==> src/rtl/cbo_pkg.sv <==
package cbo_pkg;
  typedef enum logic [1:0] {
    OP_ZERO  = 2'd0,
    OP_CLEAN = 2'd1,
    OP_FLUSH = 2'd2,
    OP_INVAL = 2'd3
  } cbo_op_e;

  typedef logic [1:0] priv_t;
  localparam priv_t PRIV_U = 2'd0;
  localparam priv_t PRIV_S = 2'd1;
  localparam priv_t PRIV_M = 2'd3;

  localparam int EN_W    = 3;
  localparam int EN_ZERO = 0;
  localparam int EN_CF   = 1;
  localparam int EN_INV  = 2;

  localparam int LVL_N = 3;
  localparam int LVL_M = 0;
  localparam int LVL_H = 1;
  localparam int LVL_S = 2;

  typedef enum logic [1:0] {
    FLT_NONE = 2'd0,
    FLT_ILL  = 2'd1,
    FLT_VIRT = 2'd2
  } fault_e;
endpackage

==> src/rtl/cbo_perm.sv <==
module cbo_perm
  import cbo_pkg::*;
(
  input  cbo_op_e         op_i,
  input  priv_t           priv_i,
  input  logic            virt_en_i,
  input  logic [EN_W-1:0] m_en_i,
  input  logic [EN_W-1:0] h_en_i,
  input  logic [EN_W-1:0] s_en_i,
  output fault_e          fault_o
);
  logic [EN_W-1:0]             sel_oh;
  logic [LVL_N-1:0][EN_W-1:0]  lvl_en;
  logic [LVL_N-1:0]            lvl_ok;
  logic below_m, upto_s, below_s;

  always_comb begin
    sel_oh = '0;
    unique case (op_i)
      OP_ZERO:           sel_oh[EN_ZERO] = 1'b1;
      OP_CLEAN, OP_FLUSH: sel_oh[EN_CF]  = 1'b1;
      default:           sel_oh[EN_INV]  = 1'b1;
    endcase
  end

  always_comb begin
    lvl_en[LVL_M] = m_en_i;
    lvl_en[LVL_H] = h_en_i;
    lvl_en[LVL_S] = s_en_i;
  end

  for (genvar g = 0; g < LVL_N; g++) begin : g_lvl
    assign lvl_ok[g] = |(lvl_en[g] & sel_oh);
  end

  assign below_m = (priv_i != PRIV_M);
  assign upto_s  = (priv_i == PRIV_U) || (priv_i == PRIV_S);
  assign below_s = (priv_i == PRIV_U);

  // fixed order: machine gate, then virtual gate, then supervisor gate
  always_comb begin
    if (below_m && !lvl_ok[LVL_M])
      fault_o = FLT_ILL;
    else if (virt_en_i && ((upto_s && !lvl_ok[LVL_H]) || (below_s && !lvl_ok[LVL_S])))
      fault_o = FLT_VIRT;
    else if (below_s && !lvl_ok[LVL_S])
      fault_o = FLT_ILL;
    else
      fault_o = FLT_NONE;
  end
endmodule

==> src/rtl/cbo_align.sv <==
module cbo_align #(
  parameter int ADDR_W    = 32,
  parameter int BLK_BYTES = 64
) (
  input  logic [ADDR_W-1:0] addr_i,
  output logic [ADDR_W-1:0] base_o
);
  localparam int OFF_W = $clog2(BLK_BYTES);

  assign base_o = {addr_i[ADDR_W-1:OFF_W], {OFF_W{1'b0}}};
endmodule

==> src/rtl/cbo_zero_seq.sv <==
module cbo_zero_seq #(
  parameter int ADDR_W    = 32,
  parameter int BLK_BYTES = 64
) (
  input  logic              clk_i,
  input  logic              rst_ni,
  input  logic              start_i,
  input  logic [ADDR_W-1:0] base_i,
  output logic              busy_o,
  output logic              st_valid_o,
  input  logic              st_ready_i,
  output logic [ADDR_W-1:0] st_addr_o,
  output logic              done_o
);
  localparam int OFF_W = $clog2(BLK_BYTES);
  localparam int TAG_W = ADDR_W - OFF_W;

  logic             busy_q, done_q;
  logic [OFF_W-1:0] idx_q;
  logic [TAG_W-1:0] tag_q;
  logic             fire, last;

  assign fire = busy_q && st_ready_i;
  assign last = (idx_q == OFF_W'(BLK_BYTES - 1));

  always_ff @(posedge clk_i or negedge rst_ni) begin
    if (!rst_ni) begin
      busy_q <= 1'b0;
      done_q <= 1'b0;
      idx_q  <= '0;
      tag_q  <= '0;
    end else begin
      done_q <= 1'b0;
      if (start_i && !busy_q) begin
        busy_q <= 1'b1;
        idx_q  <= '0;
        tag_q  <= base_i[ADDR_W-1:OFF_W];
      end else if (fire) begin
        if (last) begin
          busy_q <= 1'b0;
          done_q <= 1'b1;
        end else begin
          idx_q <= idx_q + 1'b1;
        end
      end
    end
  end

  assign busy_o     = busy_q;
  assign st_valid_o = busy_q;
  assign st_addr_o  = {tag_q, idx_q};
  assign done_o     = done_q;
endmodule

==> src/rtl/cbo_gate.sv <==
module cbo_gate
  import cbo_pkg::*;
#(
  parameter int ADDR_W    = 32,
  parameter int BLK_BYTES = 64
) (
  input  logic              clk_i,
  input  logic              rst_ni,
  input  logic              req_valid_i,
  output logic              req_ready_o,
  input  logic [1:0]        op_i,
  input  logic [1:0]        priv_i,
  input  logic              virt_en_i,
  input  logic [2:0]        m_en_i,
  input  logic [2:0]        h_en_i,
  input  logic [2:0]        s_en_i,
  input  logic [ADDR_W-1:0] addr_i,
  output logic              resp_valid_o,
  output logic              ill_o,
  output logic              virt_fault_o,
  output logic [ADDR_W-1:0] blk_addr_o,
  output logic              st_valid_o,
  input  logic              st_ready_i,
  output logic [ADDR_W-1:0] st_addr_o,
  output logic              done_o
);
  fault_e            fault;
  cbo_op_e           op;
  logic [ADDR_W-1:0] base;
  logic              busy, accept, start;
  logic              resp_q, ill_q, virt_q;
  logic [ADDR_W-1:0] blk_q;

  assign op = cbo_op_e'(op_i);

  cbo_perm u_perm (
    .op_i      (op),
    .priv_i    (priv_i),
    .virt_en_i (virt_en_i),
    .m_en_i    (m_en_i),
    .h_en_i    (h_en_i),
    .s_en_i    (s_en_i),
    .fault_o   (fault)
  );

  cbo_align #(.ADDR_W(ADDR_W), .BLK_BYTES(BLK_BYTES)) u_align (
    .addr_i (addr_i),
    .base_o (base)
  );

  assign req_ready_o = !busy;
  assign accept      = req_valid_i && req_ready_o;
  assign start       = accept && (op == OP_ZERO) && (fault == FLT_NONE);

  always_ff @(posedge clk_i or negedge rst_ni) begin
    if (!rst_ni) begin
      resp_q <= 1'b0;
      ill_q  <= 1'b0;
      virt_q <= 1'b0;
      blk_q  <= '0;
    end else begin
      resp_q <= accept;
      if (accept) begin
        ill_q  <= (fault == FLT_ILL);
        virt_q <= (fault == FLT_VIRT);
        blk_q  <= base;
      end
    end
  end

  cbo_zero_seq #(.ADDR_W(ADDR_W), .BLK_BYTES(BLK_BYTES)) u_seq (
    .clk_i      (clk_i),
    .rst_ni     (rst_ni),
    .start_i    (start),
    .base_i     (base),
    .busy_o     (busy),
    .st_valid_o (st_valid_o),
    .st_ready_i (st_ready_i),
    .st_addr_o  (st_addr_o),
    .done_o     (done_o)
  );

  assign resp_valid_o = resp_q;
  assign ill_o        = ill_q;
  assign virt_fault_o = virt_q;
  assign blk_addr_o   = blk_q;
endmodule

==> config.mk <==
export PLATFORM = sky130hd
export DESIGN_NAME = cbo_gate
export DESIGN_NICKNAME = d
export VERILOG_FILES = /design/src/rtl/cbo_pkg.sv /design/src/rtl/cbo_perm.sv /design/src/rtl/cbo_align.sv /design/src/rtl/cbo_zero_seq.sv /design/src/rtl/cbo_gate.sv
export SDC_FILE = /design/constraint.sdc
export NUM_CORES = 1
export LEC_CHECK = 0
export BUFFER_PORTS_ARGS = -buffer_cell sky130_fd_sc_hd__buf_2
export CORE_MARGIN = 5
export CORE_UTILIZATION = 50
export CTS_CLUSTER_DIAMETER = 40
export DETAILED_ROUTE_END_ITERATION = 10
export PLACE_DENSITY = 0.82
export SYNTH_ARGS = -nofsm -noshare
export SYNTH_HDL_FRONTEND = slang
export SYNTH_SLANG_ARGS = --single-unit
export TNS_END_PERCENT = 30
==> constraint.sdc <==
create_clock -name clk_i -period 2.62 [get_ports clk_i]
set_input_delay 0.393 -clock clk_i [delete_from_list [all_inputs] [get_ports clk_i]]
set_output_delay 0.393 -clock clk_i [all_outputs]
set_load 0.01 [all_outputs]
==> summary.txt <==
Global routing
  • Met2 Use GR: 29.8%
  • First-pass GRT wire length: 10.3 mm
  • Largest net degree at the start of global routing: 64
  • GRT overflow: 0
  • Initial antenna violation count: 0
  • GR Util met3: ~6.6%
  • M1 GR Usage: 22.7%
  • Vias in the first global route: around 2100
  • Total GRT Usage: 18.3%
  • Busiest metal layer after global routing: met2

Cells and area
  • NumNets Final: 397
  • Finished Core Util: 67.3%
  • Commonest non-fill, non-tap cell in the layout: buf_2
  • Layout cell share with drive strength beyond 1: 44.1%
  • N_diodes: 0
  • Area growth from synthesis to final layout: 29.3%
  • Commonest non-fill, non-tap cells in the layout: 107 x buf_2, 85 x nand2_1, 63 x dfrtp_1

Worst setup path
  • Crit-path max FO: 28
  • Worst path max stage delay: 0.42 ns
  • Slowest CP cell: dfrtp_1
  • Worst Path Required: about 2.8 ns
  • Critical path's top delay family: simple AND/OR/NAND/NOR gates
  • Crit Path Class: reg2reg
  • Worst path most repeated cell: inv_2
  • Type of origin of the critical path: flip-flop
  • Crit. End Element: flip-flop
  • Worst EP arrival: roughly 2.2 ns
  • Crit path buffers/inverters: 3
  • Critical path cell sequence: inv_2 > nand2_4 > inv_2 > nand2_1 > nand4b_4 > buf_12 > mux2_4

Yosys
  • Synth Cell Area: 2690 sq um
  • Netlist cell types: 31
  • Seq/Total Area, Yosys: 58.6%
  • Mean post-synth cell area: 11.6 sq um
  • #FFs+latches synth: 63
  • Post-Syn Instances: 232
  • Synth Warn #: 0

Place
  • Final GP Congestion: 0.744
  • Port Buffer Count: 107
  • HPWL Detailed: roughly 4.4 mm

Floorplan
  • Die width: ~83 microns
  • Die area: 6950 sq um
  • Die height: 83.4 microns
  • Initial Util: 52.1%
  • Placeable Area: about 5200 sq um
  • Rows: 26
  • Ports: 120

STA
  • Rel. slew slack: approximately 48%
  • Fin Setup TNS: 0 ns
  • Fin crit share: between 70% and 80%
  • Unrepaired setup endpoints after global routing: false
  • Max-slew violation count: 0
  • Hold Vio Cnt, Final: 0
  • Post-Route Skew: 0.00674 ns
  • Final setup violation count: 0
  • Measured slew at the worst slew-check pin: 0.781 ns
  • Fin crit period: 1.99 ns
  • Fmax: 0.503 GHz

Run
  • Max Cap Viol: 0

Status
  • Status: complete, no violations

Clocking
  • Clk slew on worst S/H paths: about 0.070 ns
  • Root Driver: clkbuf_8
  • Clock sink count: between 60 and 70
  • CTS Hold Bufs: 0
  • TritonCTS clock tree: yes
  • Cts repair resizes: 0
  • Worst skew pair latency: 0.33 ns
  • Setup Fix Bufs, Post-CTS: 0
  • Htree depth: 3
  • Max Root-Sink Buffers: 2
  • CTS buffer count: 9

Power and ir drop
  • Peak supply drop: ~0.55 mV
  • Pwr Density: 958 nW/um^2
  • Leakage: ~2.1 nW

Route
  • DR iter-0 viols: 70
  • Post-DR wirelength/cell: 14.2 microns
  • DR vias/cell: just under 5
  • Total Routed Length: 5.97 mm
  • DRT Pass-1 Iters: 4
  • Via Count: 2031
  • Residual DRC count: 0
  • DRT antenna net count: 0

Min path
  • Worst hold path type: in2async
-- metrics by stage --
| step | setup slack, ns | hold WS (ns) | cell area (sq um) | std cells | power (mW) |
|---|---|---|---|---|---|
| final | 0.633 | 0.212 | 3480 | 419 | 3.34 |
| after global routing | 0.487 | 0.249 | 3480 | 419 | 3.57 |
| after CTS | 0.608 | 0.244 | 3480 | 419 | 3.38 |
| after detailed placement | 0.375 | 0.458 | 3280 | 403 | 2.49 |
| after global placement | 0.471 | 0.454 | 3280 | 403 | 2.45 |
| after floorplan | 0.782 | 0.0974 | 2710 | 237 | 2.02 |
-- sequential cells by signal, summed over array words and instances, names as in the netlist --
name / count
u_seq.done_o: 1
u_seq.busy_o: 1
blk_addr_o: 26
resp_valid_o: 1
ill_o: 1
virt_fault_o: 1
u_seq.idx_q: 6
u_seq.tag_q: 26
-- worst paths after layout --
| path | startpoint | end | slack [ns] | cells past startpoint |
|---|---|---|---|---|
| setup / recovery | u_seq.busy_o$_DFFE_PN0P_ | u_seq.tag_q[4]$_DFFE_PN0N_ | 0.63 | 7 |
| hold / removal | rst_ni | u_seq.idx_q[4]$_DFFE_PN0P_ | 0.21 | 2 |
| setup reg to reg | u_seq.busy_o$_DFFE_PN0P_ | u_seq.tag_q[4]$_DFFE_PN0N_ | 0.63 | 7 |
| hold reg to reg | blk_addr_o[7]$_DFFE_PN0P_ | blk_addr_o[7]$_DFFE_PN0P_ | 0.48 | 2 |
| max in group asynchronous | rst_ni | blk_addr_o[11]$_DFFE_PN0P_ | 1.87 | 2 |
| min in group clk_i | addr_i[19] | blk_addr_o[19]$_DFFE_PN0P_ | 0.27 | 3 |
-- synthesized netlist by cell type --
master / instances / area [sq um]
nand2b_1: 1 / 6.26
nor2_1: 2 / 7.51
o21a_1: 1 / 7.51
nand3_1: 5 / 25.0
buf_6: 2 / 22.5
nand2_1: 85 / 319
clkbuf_1: 4 / 15.0
dfrtp_1: 63 / 1580
and4_1: 1 / 8.76
a211oi_1: 2 / 15.0
a22o_1: 1 / 8.76
and3_1: 2 / 12.5
mux2i_1: 1 / 10.0
a21oi_1: 3 / 15.0
a22oi_1: 4 / 30.0
nand4_1: 1 / 6.26
inv_1: 2 / 7.51
ha_1: 3 / 37.5
xor2_1: 2 / 17.5
buf_4: 6 / 45.0
conb_1: 1 / 3.75
o211ai_1: 1 / 7.51
buf_2: 2 / 10.0
inv_2: 2 / 7.51
nand4b_4: 1 / 23.8
mux2_4: 23 / 345
and2_1: 3 / 18.8
o211a_1: 2 / 20.0
nor2b_1: 1 / 6.26
nand2_4: 1 / 11.3
mux2_2: 4 / 45.0
-- area by class of cell --
class	instances	area [sq um]
sequential	63	1580
multi-input combinational	156	1030
fill	391	1690
clock buffer	12	135
timing repair buffer	110	571
inverter	4	15.0
clock inverter	4	70.1
tap	70	87.6
-- layer usage --
layer  vias up  routed length (microns)
met2        75                     2820
li1        972                        -
met3         8                      488
met1       976                     2580
met4         0                       85
met5         -                        0
-- kinds of logic (layout without fill, tap and decap cells) --
group,Yosys count,after routing,share of synthesized area [%]
muxes,28,28,14.9
AOI/OAI and AO/OA,14,14,3.86
buffers and inverters,18,130,4.00
and+or+nand+nor,103,103,16.5
adders and majority gates,3,3,1.39
other,1,6,0.139
xor gates and xnor gates,2,2,0.651
DFF,63,63,58.6
-- where the power goes --
group	total (mW)	switching, mW	internal [mW]
combinational	0.991	0.523	0.469
clock	0.880	0.346	0.534
sequential	1.47	0.196	1.27
No activity file was read; power rests on OpenSTA's default activity.
